**config.mk**
```make
export PLATFORM = sky130hd
export DESIGN_NAME = nested_xlate_walker
export DESIGN_NICKNAME = d
export VERILOG_FILES = /design/src/rtl/nxw_pkg.sv /design/src/rtl/nxw_ctrl.sv /design/src/rtl/nxw_path.sv /design/src/rtl/nested_xlate_walker.sv
export SDC_FILE = /design/constraint.sdc
export NUM_CORES = 1
export LEC_CHECK = 0
export BUFFER_PORTS_ARGS = -buffer_cell sky130_fd_sc_hd__buf_4
export CAP_MARGIN = 0
export CORE_MARGIN = 3
export CORE_UTILIZATION = 45
export DETAILED_ROUTE_END_ITERATION = 10
export PLACE_DENSITY = 0.8
export SYNTH_ARGS = -nofsm -noshare
export SYNTH_HDL_FRONTEND = slang
export SYNTH_HIERARCHICAL = 1
export SYNTH_SLANG_ARGS = --single-unit
```
**constraint.sdc**
```tcl
create_clock -name clk -period 5.55 [get_ports clk]
set_input_delay 0.555 -clock clk [delete_from_list [all_inputs] [get_ports clk]]
set_output_delay 0.555 -clock clk [all_outputs]
set_load 0.005 [all_outputs]
```
**src/rtl/nxw_pkg.sv**
```systemverilog
package nxw_pkg;

  typedef enum logic [1:0] {
    FLT_NONE  = 2'd0,
    FLT_NEST  = 2'd1,
    FLT_GUEST = 2'd2
  } fltKind_t;

  // Strobes from the control FSM to the datapath
  typedef struct packed {
    logic loadReq;     // capture request and roots, set up first entry address
    logic readGuest;   // memory port addresses the guest entry
    logic nestStep;    // descend one nested level
    logic latchHost;   // nested leaf reached for a guest entry address
    logic finishOk;    // nested leaf reached for the final guest physical address
    logic guestStep;   // descend one guest level
    logic enterFinal;  // guest leaf reached, start the final nested walk
    logic countNest;   // a nested read completed
    logic countGuest;  // a guest read completed
    logic nestFault;   // invalid nested entry
    logic guestFault;  // invalid guest entry
  } walkCmd_t;

endpackage

```
**src/rtl/nxw_ctrl.sv**
```systemverilog
module nxw_ctrl
  import nxw_pkg::*;
#(
  parameter int GUEST_LVLS = 4,
  parameter int NEST_LVLS  = 4,
  parameter int GL_W       = 3,
  parameter int NL_W       = 2
) (
  input  logic            clk,
  input  logic            rstN,
  input  logic            reqValid,
  output logic            reqReady,
  input  logic            memAck,
  input  logic            entryValid,
  output logic            memReq,
  output logic            rspValid,
  output logic [GL_W-1:0] gLvl,
  output logic [NL_W-1:0] nLvl,
  output walkCmd_t        cmd
);

  typedef enum logic [1:0] {
    ST_IDLE  = 2'd0,
    ST_NWALK = 2'd1,
    ST_GREAD = 2'd2,
    ST_RESP  = 2'd3
  } walkState_t;

  localparam logic [NL_W-1:0] N_LAST  = NL_W'(NEST_LVLS - 1);
  localparam logic [GL_W-1:0] G_LAST  = GL_W'(GUEST_LVLS - 1);
  localparam logic [GL_W-1:0] G_FINAL = GL_W'(GUEST_LVLS);

  walkState_t stateQ, stateD;
  logic [GL_W-1:0] gLvlQ, gLvlD;
  logic [NL_W-1:0] nLvlQ, nLvlD;

  always_comb begin
    stateD = stateQ;
    gLvlD  = gLvlQ;
    nLvlD  = nLvlQ;
    cmd    = '0;
    cmd.readGuest = (stateQ == ST_GREAD);
    unique case (stateQ)
      ST_IDLE: begin
        if (reqValid) begin
          cmd.loadReq = 1'b1;
          gLvlD  = '0;
          nLvlD  = '0;
          stateD = ST_NWALK;
        end
      end
      ST_NWALK: begin
        if (memAck) begin
          cmd.countNest = 1'b1;
          if (!entryValid) begin
            cmd.nestFault = 1'b1;
            stateD = ST_RESP;
          end else if (nLvlQ == N_LAST) begin
            nLvlD = '0;
            if (gLvlQ == G_FINAL) begin
              cmd.finishOk = 1'b1;
              stateD = ST_RESP;
            end else begin
              cmd.latchHost = 1'b1;
              stateD = ST_GREAD;
            end
          end else begin
            cmd.nestStep = 1'b1;
            nLvlD = nLvlQ + NL_W'(1);
          end
        end
      end
      ST_GREAD: begin
        if (memAck) begin
          cmd.countGuest = 1'b1;
          if (!entryValid) begin
            cmd.guestFault = 1'b1;
            stateD = ST_RESP;
          end else if (gLvlQ == G_LAST) begin
            cmd.enterFinal = 1'b1;
            gLvlD  = G_FINAL;
            stateD = ST_NWALK;
          end else begin
            cmd.guestStep = 1'b1;
            gLvlD  = gLvlQ + GL_W'(1);
            stateD = ST_NWALK;
          end
        end
      end
      ST_RESP: stateD = ST_IDLE;
      default: stateD = ST_IDLE;
    endcase
  end

  always_ff @(posedge clk) begin
    if (!rstN) begin
      stateQ <= ST_IDLE;
      gLvlQ  <= '0;
      nLvlQ  <= '0;
    end else begin
      stateQ <= stateD;
      gLvlQ  <= gLvlD;
      nLvlQ  <= nLvlD;
    end
  end

  assign reqReady = (stateQ == ST_IDLE);
  assign memReq   = (stateQ == ST_NWALK) || (stateQ == ST_GREAD);
  assign rspValid = (stateQ == ST_RESP);
  assign gLvl     = gLvlQ;
  assign nLvl     = nLvlQ;

  AST_BUSY_NOT_READY: assert property (@(posedge clk) disable iff (!rstN) memReq |-> !reqReady);
  AST_REQ_HELD: assert property (@(posedge clk) disable iff (!rstN) (memReq && !memAck) |=> memReq);
  AST_RESP_PULSE: assert property (@(posedge clk) disable iff (!rstN) rspValid |=> !rspValid);
  AST_NLVL_RANGE: assert property (@(posedge clk) disable iff (!rstN) memReq |-> (int'(nLvl) < NEST_LVLS));
  AST_GLVL_RANGE: assert property (@(posedge clk) disable iff (!rstN) memReq |-> (int'(gLvl) <= GUEST_LVLS));

endmodule

```
**src/rtl/nxw_path.sv**
```systemverilog
module nxw_path
  import nxw_pkg::*;
#(
  parameter int ADDR_W     = 48,
  parameter int DATA_W     = 64,
  parameter int PAGE_BITS  = 12,
  parameter int IDX_BITS   = 9,
  parameter int GUEST_LVLS = 4,
  parameter int NEST_LVLS  = 4,
  parameter int GL_W       = 3,
  parameter int NL_W       = 2,
  parameter int CNT_W      = 5
) (
  input  logic              clk,
  input  logic              rstN,
  input  walkCmd_t          cmd,
  input  logic [GL_W-1:0]   gLvl,
  input  logic [NL_W-1:0]   nLvl,
  input  logic [ADDR_W-1:0] reqVa,
  input  logic [ADDR_W-1:0] guestRoot,
  input  logic [ADDR_W-1:0] nestRoot,
  input  logic [DATA_W-1:0] memData,
  output logic              entryValid,
  output logic [ADDR_W-1:0] memAddr,
  output logic [ADDR_W-1:0] rspHpa,
  output fltKind_t          rspFault,
  output logic [GL_W-1:0]   rspGuestLvl,
  output logic [NL_W-1:0]   rspNestLvl,
  output logic [CNT_W-1:0]  rspNestReads,
  output logic [CNT_W-1:0]  rspGuestReads
);

  localparam int OFS_W      = $clog2(DATA_W / 8);
  localparam int NEST_TOTAL = GUEST_LVLS * NEST_LVLS + NEST_LVLS;

  function automatic logic [IDX_BITS-1:0] pickIdx(input logic [ADDR_W-1:0] a,
                                                  input int lvl, input int depth);
    int sh;
    sh = PAGE_BITS + IDX_BITS * (depth - 1 - lvl);
    if (sh < PAGE_BITS) sh = PAGE_BITS;
    return IDX_BITS'(a >> sh);
  endfunction

  function automatic logic [ADDR_W-1:0] entryOfs(input logic [IDX_BITS-1:0] idx);
    return {{(ADDR_W - IDX_BITS - OFS_W){1'b0}}, idx, {OFS_W{1'b0}}};
  endfunction

  function automatic logic [ADDR_W-1:0] pageOf(input logic [ADDR_W-1:0] a);
    return {a[ADDR_W-1:PAGE_BITS], {PAGE_BITS{1'b0}}};
  endfunction

  logic [ADDR_W-1:0] vaQ;         // request address
  logic [ADDR_W-1:0] targetQ;     // guest physical address under nested translation
  logic [ADDR_W-1:0] nTableQ;     // current nested table base (host)
  logic [ADDR_W-1:0] nRootQ;      // nested root sampled at acceptance
  logic [ADDR_W-1:0] hostAddrQ;   // host address of the pending guest entry
  logic [ADDR_W-1:0] hpaQ;
  fltKind_t          faultQ;
  logic [GL_W-1:0]   fltGQ;
  logic [NL_W-1:0]   fltNQ;
  logic [CNT_W-1:0]  nestCntQ;
  logic [CNT_W-1:0]  guestCntQ;

  logic [ADDR_W-1:0] entryFrame;
  logic [ADDR_W-1:0] nestEntryAddr;
  logic [ADDR_W-1:0] leafAddr;
  logic              unusedEntryBits;

  assign entryValid      = memData[0];
  assign entryFrame      = {memData[ADDR_W-1:PAGE_BITS], {PAGE_BITS{1'b0}}};
  assign unusedEntryBits = ^{memData[DATA_W-1:ADDR_W], memData[PAGE_BITS-1:1]};
  assign nestEntryAddr   = nTableQ + entryOfs(pickIdx(targetQ, int'(nLvl), NEST_LVLS));
  assign leafAddr        = {entryFrame[ADDR_W-1:PAGE_BITS], targetQ[PAGE_BITS-1:0]};
  assign memAddr         = cmd.readGuest ? hostAddrQ : nestEntryAddr;

  always_ff @(posedge clk) begin
    if (!rstN) begin
      vaQ       <= '0;
      targetQ   <= '0;
      nTableQ   <= '0;
      nRootQ    <= '0;
      hostAddrQ <= '0;
      hpaQ      <= '0;
      faultQ    <= FLT_NONE;
      fltGQ     <= '0;
      fltNQ     <= '0;
      nestCntQ  <= '0;
      guestCntQ <= '0;
    end else begin
      if (cmd.loadReq) begin
        vaQ       <= reqVa;
        nRootQ    <= pageOf(nestRoot);
        nTableQ   <= pageOf(nestRoot);
        targetQ   <= pageOf(guestRoot) + entryOfs(pickIdx(reqVa, 0, GUEST_LVLS));
        nestCntQ  <= '0;
        guestCntQ <= '0;
      end
      if (cmd.countNest)  nestCntQ  <= nestCntQ + CNT_W'(1);
      if (cmd.countGuest) guestCntQ <= guestCntQ + CNT_W'(1);
      if (cmd.nestStep)   nTableQ   <= entryFrame;
      if (cmd.latchHost)  hostAddrQ <= leafAddr;
      if (cmd.guestStep) begin
        targetQ <= entryFrame + entryOfs(pickIdx(vaQ, int'(gLvl) + 1, GUEST_LVLS));
        nTableQ <= nRootQ;
      end
      if (cmd.enterFinal) begin
        targetQ <= {entryFrame[ADDR_W-1:PAGE_BITS], vaQ[PAGE_BITS-1:0]};
        nTableQ <= nRootQ;
      end
      if (cmd.finishOk) begin
        hpaQ   <= leafAddr;
        faultQ <= FLT_NONE;
        fltGQ  <= '0;
        fltNQ  <= '0;
      end
      if (cmd.nestFault) begin
        hpaQ   <= '0;
        faultQ <= FLT_NEST;
        fltGQ  <= gLvl;
        fltNQ  <= nLvl;
      end
      if (cmd.guestFault) begin
        hpaQ   <= '0;
        faultQ <= FLT_GUEST;
        fltGQ  <= gLvl;
        fltNQ  <= '0;
      end
    end
  end

  assign rspHpa        = hpaQ;
  assign rspFault      = faultQ;
  assign rspGuestLvl   = fltGQ;
  assign rspNestLvl    = fltNQ;
  assign rspNestReads  = nestCntQ;
  assign rspGuestReads = guestCntQ;

  AST_OK_COUNTS: assert property (@(posedge clk) disable iff (!rstN)
    cmd.finishOk |=> (int'(nestCntQ) == NEST_TOTAL) && (int'(guestCntQ) == GUEST_LVLS));
  AST_COUNT_CLEAR: assert property (@(posedge clk) disable iff (!rstN)
    cmd.loadReq |=> (nestCntQ == '0) && (guestCntQ == '0));
  AST_HOST_PAGE_OFS: assert property (@(posedge clk) disable iff (!rstN)
    cmd.readGuest |-> (hostAddrQ[PAGE_BITS-1:0] == targetQ[PAGE_BITS-1:0]));
  AST_FAULT_ZERO_HPA: assert property (@(posedge clk) disable iff (!rstN)
    (cmd.nestFault || cmd.guestFault) |=> (rspHpa == '0) && (rspFault != FLT_NONE));

endmodule

```
**src/rtl/nested_xlate_walker.sv**
```systemverilog
module nested_xlate_walker
  import nxw_pkg::*;
#(
  parameter int ADDR_W     = 48,
  parameter int DATA_W     = 64,
  parameter int PAGE_BITS  = 12,
  parameter int IDX_BITS   = 9,
  parameter int GUEST_LVLS = 4,
  parameter int NEST_LVLS  = 4,
  localparam int GL_W      = $clog2(GUEST_LVLS + 1),
  localparam int NL_W      = (NEST_LVLS > 1) ? $clog2(NEST_LVLS) : 1,
  localparam int CNT_W     = $clog2(GUEST_LVLS * NEST_LVLS + NEST_LVLS + 1)
) (
  input  logic              clk,
  input  logic              rstN,
  input  logic              reqValid,
  output logic              reqReady,
  input  logic [ADDR_W-1:0] reqVa,
  input  logic [ADDR_W-1:0] guestRoot,
  input  logic [ADDR_W-1:0] nestRoot,
  output logic              rspValid,
  output logic [ADDR_W-1:0] rspHpa,
  output logic [1:0]        rspFault,
  output logic [GL_W-1:0]   rspGuestLvl,
  output logic [NL_W-1:0]   rspNestLvl,
  output logic [CNT_W-1:0]  rspNestReads,
  output logic [CNT_W-1:0]  rspGuestReads,
  output logic              memReq,
  output logic [ADDR_W-1:0] memAddr,
  input  logic              memAck,
  input  logic [DATA_W-1:0] memData
);

  localparam int OFS_W = $clog2(DATA_W / 8);

  walkCmd_t        cmd;
  logic [GL_W-1:0] gLvl;
  logic [NL_W-1:0] nLvl;
  logic            entryValid;
  fltKind_t        fault;

  nxw_ctrl #(
    .GUEST_LVLS(GUEST_LVLS), .NEST_LVLS(NEST_LVLS), .GL_W(GL_W), .NL_W(NL_W)
  ) uCtrl (
    .clk(clk), .rstN(rstN), .reqValid(reqValid), .reqReady(reqReady),
    .memAck(memAck), .entryValid(entryValid), .memReq(memReq),
    .rspValid(rspValid), .gLvl(gLvl), .nLvl(nLvl), .cmd(cmd)
  );

  nxw_path #(
    .ADDR_W(ADDR_W), .DATA_W(DATA_W), .PAGE_BITS(PAGE_BITS), .IDX_BITS(IDX_BITS),
    .GUEST_LVLS(GUEST_LVLS), .NEST_LVLS(NEST_LVLS), .GL_W(GL_W), .NL_W(NL_W), .CNT_W(CNT_W)
  ) uPath (
    .clk(clk), .rstN(rstN), .cmd(cmd), .gLvl(gLvl), .nLvl(nLvl),
    .reqVa(reqVa), .guestRoot(guestRoot), .nestRoot(nestRoot), .memData(memData),
    .entryValid(entryValid), .memAddr(memAddr), .rspHpa(rspHpa), .rspFault(fault),
    .rspGuestLvl(rspGuestLvl), .rspNestLvl(rspNestLvl),
    .rspNestReads(rspNestReads), .rspGuestReads(rspGuestReads)
  );

  assign rspFault = fault;

  AST_ADDR_ALIGN: assert property (@(posedge clk) disable iff (!rstN)
    memReq |-> (memAddr[OFS_W-1:0] == '0));
  AST_ADDR_STABLE: assert property (@(posedge clk) disable iff (!rstN)
    (memReq && !memAck) |=> $stable(memAddr));
  AST_IDLE_AFTER_RESP: assert property (@(posedge clk) disable iff (!rstN)
    rspValid |=> reqReady);

endmodule

```
# [Yosys cells after proc, flatten, opt, wreduce, memory -nomap -nowiden]
# Cells that the tools add are included.
[totals] reg_bits=300 out_inout_bits=116 word_cells=122 in_bits=212
[classes] reduce_logical=15 n_bitwise=1 n_mux=61 eq_ne=12 mul=2 n_addsub=12 n_shift=2 n_lt_le_gt_ge=2
[op_table] operator="2-to-1 mux 48 bit" count=8
[op_table] operator="adder 48 x 12 -> 48 bit" count=3
[op_table] operator="2-to-1 mux 32 bit" count=4
[op_table] operator=">> shifter 48 x 32 -> 9 bit" count=2
[op_table] operator="adder 5 x 32 -> 32 bit, first input constant" count=2
[op_table] operator="< comparator 32 x 5 -> 1 bit, second input constant" count=2
[op_table] operator="multiplier 5 x 32 -> 32 bit, first input constant" count=2
[op_table] operator="2-to-1 mux 2 bit" count=18
[op_table] operator="subtractor 3 x 32 -> 32 bit, first input constant" count=1
[op_table] operator="2-to-1 mux 3 bit" count=10
[op_table] operator="2-to-1 mux 1 bit" count=15
[op_table] operator="2-to-1 mux 5 bit" count=3
[op_table] operator="AND reduction 4 bit" count=3
[op_table] operator="adder 5 x 1 -> 5 bit, second input constant" count=2
[op_table] operator="!= test 2 bit, second input constant" count=5
[op_table] operator="nonzero test 2 bit" count=5
[op_table] operator="one-hot mux 2 bit (4 select lines)" count=1
[op_table] operator="equality test 2 bit, second input constant" count=3
[op_table] operator="one-hot mux 3 bit (2 select lines)" count=1
[op_table] operator="nonzero test 3 bit" count=2
[op_table] operator="adder 3 x 1 -> 4 bit, second input constant" count=1
[op_table] operator="one-hot mux 2 bit (2 select lines)" count=1
[op_table] operator="nonzero test 4 bit" count=1
[op_table] operator="adder 3 x 1 -> 3 bit, second input constant" count=1
[op_table] operator="other kinds (11)" count=11

# [Logic depth before layout (Yosys ltp)]
[logic_depth] ltp_word=12 mapped_depth=26 depth_no_buf=21

# [Hierarchy]
# Netlist, hierarchy kept.
[by_module_without_submodules] mod="nxw_path" area_each_um2=16062.9 seq_area_each_um2=5625.4 cells_each=1720 n_inst=1
[by_module_without_submodules] mod="nxw_ctrl" area_each_um2=576.8 seq_area_each_um2=140.1 cells_each=69 n_inst=1

# [Least setup slack after synthesis]
# No wires, ideal clock.
[synth_timing] kind="register to register" from="register uCtrl.gLvlQ[0], in the netlist uCtrl/gLvl[0]" to="register uPath.targetQ[4]" arrival_ns=5.261 required_time_ns=5.428 n_path_buf=2 synth_period_minus_slack_ns=5.383 stages_incl_launch_ff=24 slack_ns=0.167 setup_ns=0.122 path_cell_list="dfxtp_1 -> ha_1 -> inv_1 -> ha_1 -> buf_4 -> buf_2 -> inv_1 -> ha_1 -> nand2_1 -> fa_1 -> inv_1 -> fa_1 -> nand2_1 -> a21o_1 -> o2111a_1 -> and4b_1 -> ha_1 -> and2b_2 -> mux4_2 -> nand2_1 -> a21oi_1 -> or4b_1 -> a31oi_1 -> a21oi_1"
[synth_between] elab_chain_len=12 word_cells_on_any_way=19 classes_between="add/sub (4); mul (1); order compare (1); eq/ne (1); shift (1); mux (10); reduce/logical (1)"
[synth_lines] element="start, declared" line_no="nxw_ctrl.sv:34" text="logic [GL_W-1:0] gLvlQ, gLvlD;"
[synth_lines] element="start signal, assigned" line_no="nxw_ctrl.sv:102" text="gLvlQ <= gLvlD;"
[synth_lines] element="adder 3 x 1 -> 4 bit" line_no="nxw_path.sv:103" text="targetQ <= entryFrame + entryOfs(pickIdx(vaQ, int'(gLvl) + 1, GUEST_LVLS));"
[synth_lines] element="subtractor 3 x 32 -> 32 bit" line_no="nxw_path.sv:39" text="sh = PAGE_BITS + IDX_BITS * (depth - 1 - lvl);"
[synth_lines] element="multiplier 5 x 32 -> 32 bit" line_no="nxw_path.sv:39"
[synth_lines] element="adder 5 x 32 -> 32 bit" line_no="nxw_path.sv:39"
[synth_lines] element="< comparator 32 x 5 -> 1 bit" line_no="nxw_path.sv:40" text="if (sh < PAGE_BITS) sh = PAGE_BITS;"
[synth_lines] element="2-to-1 mux 32 bit" line_no="nxw_path.sv:40"
[synth_lines] element="2-to-1 mux 32 bit" line_no="nxw_path.sv:102" text="if (cmd.guestStep) begin"
[synth_lines] element="2-to-1 mux 32 bit" line_no="nxw_path.sv:77" text="if (!rstN) begin"
[synth_lines] element=">> shifter 48 x 32 -> 9 bit" line_no="nxw_path.sv:41" text="return IDX_BITS'(a >> sh);"
[synth_lines] element="adder 48 x 12 -> 48 bit" line_no="nxw_path.sv:103"
[synth_lines] element="2-to-1 mux 48 bit" line_no="nxw_path.sv:102"
[synth_lines] element="2-to-1 mux 48 bit" line_no="nxw_path.sv:106" text="if (cmd.enterFinal) begin"
[synth_lines] element="end signal, assigned" line_no="nxw_path.sv:94" text="targetQ <= pageOf(guestRoot) + entryOfs(pickIdx(reqVa, 0, GUEST_LVLS));"
[synth_lines] element="end signal, assigned" line_no="nxw_path.sv:103"
[synth_lines] element="end signal, assigned" line_no="nxw_path.sv:107" text="targetQ <= {entryFrame[ADDR_W-1:PAGE_BITS], vaQ[PAGE_BITS-1:0]};"
[synth_lines] element="end, declared" line_no="nxw_path.sv:53" text="logic [ADDR_W-1:0] targetQ;"
# Parallel ways exist; a longest one is shown, timed or not. The select of a mux whose other input is x is not followed.
# A chain may end at the register's enable or synchronous reset.

# [Worst setup path in the final report]
[layout_timing] from="register uCtrl.gLvlQ[0], in the netlist uCtrl/gLvl[0]" to="register uPath.targetQ[6]"
# The elaborated chain is that of the path after synthesis.

==> flow_metrics.py <==
metrics = {
    "setup_path": {
        "crit_path_max_fanout": 9,
        "rr_startpoint": "uCtrl/gLvl[0]",
        "cp-end-kind": "flip-flop",
        "rr_endpoint": "uPath/targetQ[6]",
        "cp.arrival_ps": 5760,
        "reg2regPathDepth": 23,
        "start_kind": "flip-flop",
        "reg2reg_slack_ps": 260,
        "cp.required_ps": 6030,
        "worst-setup-path-type": "flip-flop to flip-flop",
        "cp-startpoint": "uCtrl/gLvl[0]",
    },
    "layout": {
        "n_antenna_cell": 0,
        "final_area_um2": 20320,
        "fill_cells": 3135,
        "fin_util_pct": 56.45,
        "nets": 2255,
        "finalNonFillerCells": 2495,
        "area_growth_pct": 22.14,
        "drive_above_1_share_pct": 24.88,
    },
    "global_route": {
        "grt_pass1_wl_um": 86550,
        "top_usage_layer": "met2",
        "met1_usage_pct": 35.81,
        "grt_pass1_vias": 14680,
        "grt_antenna_before_repair": 2,
        "grt.met3_usage_pct": 6.772,
        "globalRouteTotalUtil_pct": 27.91,
        "grt_util_met2_pct": 46.07,
        "overflow": 0,
        "grt_max_degree": 144,
    },
    "die": {
        "pin_count": 328,
        "initial_core_util_pct": 46.22,
        "rows": 69,
        "chipWidth_um": 198.3,
        "die_area_um2": 39320,
        "die_y_um": 198.3,
        "core_area_um2": 36000,
    },
    "route": {
        "via_per_inst": 5.891,
        "vias": 14700,
        "wirelength_um": 56220,
        "drtIter0Drc": 1112,
        "firstDrtPassIters": 8,
        "wl_per_cell_um": 22.53,
        "detail_route.drc_violations": 0,
        "drtAntennaViolNets": 0,
    },
    "logic_synthesis": {
        "ys_async_sr_fraction_pct": 0,
        "synth_ff_type": "dfxtp_1",
        "syn_inst": 1789,
        "yosysWarnings": 6,
        "yosysSeqAreaShare_pct": 34.65,
        "syn_nets": 2032,
        "synth_cell_types": 84,
        "syn_area_um2": 16640,
        "ys_ff_latch": 288,
        "synth.avg_cell_area_um2": 9.301,
        "synth-edff-count": 0,
    },
    "timing": {
        "finalSetupTns_ps": 0,
        "final_max_slew_viol_count": 0,
        "rsz0062_at_grt": "false",
        "period_share_pct": 95.26,
        "fin_crit_ps": 5287,
        "hold_violations": 0,
        "setup_viol": 0,
        "relSlewSlack_pct": 23.51,
        "skew_ps": 39.03,
        "worst_pin_slew_ps": 1147,
        "fmax_mhz": 189.1,
    },
    "clocking": {
        "cts_sinks": 288,
        "cts-buffers-inserted": 34,
        "cts.clk_slew.worst_paths_ps": 60,
        "cts.root.buffer_cell": "clkbuf_16",
        "h-tree-depth": 2,
        "clk_latency_ps": 560,
        "cts_tree": "done",
        "max-clock-path-buffers": 3,
    },
    "pwr": {
        "total_power_mw": 7.548,
        "ir_drop_mv": 0.2407,
        "pwr_density_cell_nw_per_um2": 371.4,
        "power.leakage_nw": 8.544,
    },
    "hold_path": {
        "hold_path.class": "input port to flip-flop",
        "min_from": "reqVa[6]",
        "worst_hold_path.num_cells": 3,
        "min_to": "uPath/vaQ[6]",
    },
    "placed_design": {
        "gp_congestion": 0.9333,
        "io_buffers": 276,
        "dp.cells": 2432,
        "post_dp_cell_area_um2": 19100,
        "place_hpwl_um": 39380,
    },
    "status": {
        "status": "completed",
    },
    "flow_run": {
        "maxCapViolCount": 0,
    },
}
## registers in the layout, summed over array words and instances (netlist names)
| signal | count |
|---|---|
| uPath/nTableQ | 36 |
| uPath/rspFault | 2 |
| uPath/targetQ | 48 |
| uCtrl/stateQ | 2 |
| uPath/hostAddrQ | 48 |
| uCtrl/gLvl | 3 |
| uPath/rspHpa | 48 |
| uPath/vaQ | 48 |
| uPath/rspGuestReads | 5 |
| uPath/rspGuestLvl | 3 |
| uPath/rspNestReads | 5 |
| uCtrl/nLvl | 2 |
| uPath/rspNestLvl | 2 |
| uPath/nRootQ | 36 |
## power breakdown
group	switching (mW)	internal (mW)
Sequential	0.236	2.31
Clock	0.930	1.39
Combinational	1.46	1.22
## how the worst max path moves through the flow
| stage | end | slack (ps) | cells after the start |
|---|---|---|---|
| 6_report | uPath/targetQ[6] | 260 | 23 |
| 5_1_grt | uPath/targetQ[4] | 10 | 23 |
| 4_1_cts | uPath/targetQ[4] | 90 | 23 |
| 3_5_place_dp | uPath/targetQ[4] | 120 | 23 |
| 3_3_place_gp | uPath/targetQ[4] | 210 | 23 |
| 2_1_floorplan | uPath/targetQ[4] | 170 | 23 |
## routing by layer
layer	wire length, um	up-vias
met3	4305	104
met5	7	-
li1	-	6892
met1	23490	7167
met2	26680	533
met4	1732	2
## cell type report
type | instances | area, um^2 | area share (%)
flip-flops and latches | 288 | 5767 | 28.38
clock buffers | 46 | 945.9 | 4.654
multi-input cells | 1320 | 10170 | 50.06
clock inverters | 12 | 188.9 | 0.9296
well taps | 461 | 576.8 | 2.838
inverters | 34 | 127.6 | 0.6280
repair buffers | 334 | 2544 | 12.52
## cells by family (layout without fill, tap and decap cells)
kind of cell             count (synthesis)  after routing  share of synthesized area [%]
buffers and inverters                  181            426                          4.669
AND/OR/NAND/NOR                        524            524                          16.38
multiplexers                           396            396                          26.25
adder cells (fa/ha/maj)                 31             31                          2.466
XOR/XNOR                                 1              1                        0.05265
flip-flops                             288            288                          34.65
AO/OA/AOI/OAI                          368            368                          15.53
## what timing repair did
| action | 4_1_cts | 5_1_grt |
|---|---|---|
| endpoints found under the hold margin | 0 | 0 |
| endpoints found under the setup margin | 0 | 8 |
| gates resized for setup | 0 | 10 |
| hold buffers | 0 | 0 |
| buffers inserted | 0 | 5 |
## cells in the mapped netlist (28+ instances only)
cell type | number | area share, %
nor2_1 | 139 | 3.1
inv_1 | 33 | 0.74
ha_1 | 28 | 2.1
mux2_2 | 52 | 3.5
mux2i_1 | 316 | 19
o21ai_0 | 39 | 1.2
clkbuf_1 | 90 | 2.0
nand3_1 | 28 | 0.84
dfxtp_1 | 288 | 35
a211oi_1 | 54 | 2.4
nor2b_1 | 185 | 7.0
a21oi_1 | 104 | 3.1
o22ai_1 | 28 | 1.1
nand2_1 | 90 | 2.0
o211a_1 | 38 | 2.3
## layout by cell type, fill, tap and decap left out, types with 6 or more instances in the layout
cell | netlist | final
buf_4 | 11 | 329
mux2i_1 | 316 | 316
dfxtp_1 | 288 | 287
nor2b_1 | 185 | 185
nor2_1 | 139 | 135
a21oi_1 | 104 | 102
nand2_1 | 90 | 88
a211oi_1 | 54 | 53
mux2_2 | 52 | 52
o21ai_0 | 39 | 39
o211a_1 | 38 | 38
clkbuf_16 | 0 | 34
inv_1 | 33 | 33
o22ai_1 | 28 | 28
nand3_1 | 28 | 27
mux4_2 | 27 | 27
ha_1 | 28 | 26
and2_1 | 18 | 17
o211ai_1 | 13 | 13
nand2b_1 | 12 | 11
o31ai_1 | 12 | 11
and3_1 | 9 | 9
nor3b_1 | 9 | 9
a31oi_1 | 9 | 9
nor3_1 | 8 | 8
clkbuf_1 | 90 | 7
o221ai_1 | 7 | 7
a22oi_1 | 6 | 6
## through the flow
step,setup slack [ps],hold WS (ps)
floorplan,167.2,441.7
global placement,208.2,475.8
detailed placement,120.9,478.9
CTS,88.99,241.6
global route,14.07,275.4
finish,263.0,260.9
## critical path, stage by stage (launching register included)
cell and delay (ps):
dfxtp_1 320, ha_1 210, inv_1 90, ha_2 220, inv_1 100, ha_1 290, nand2_1 70, fa_1 500
inv_1 60, ha_1 290, nand3_1 140, and3_2 270, o2111a_1 250, and4b_1 180, ha_1 300, and2b_4 220
buf_4 180, buf_4 180, a21oi_1 250, o21ai_0 150, a211oi_1 240, o211ai_1 150, a311o_1 370, a31oi_1 200
Note: power is estimated with default switching activity, not from simulation.
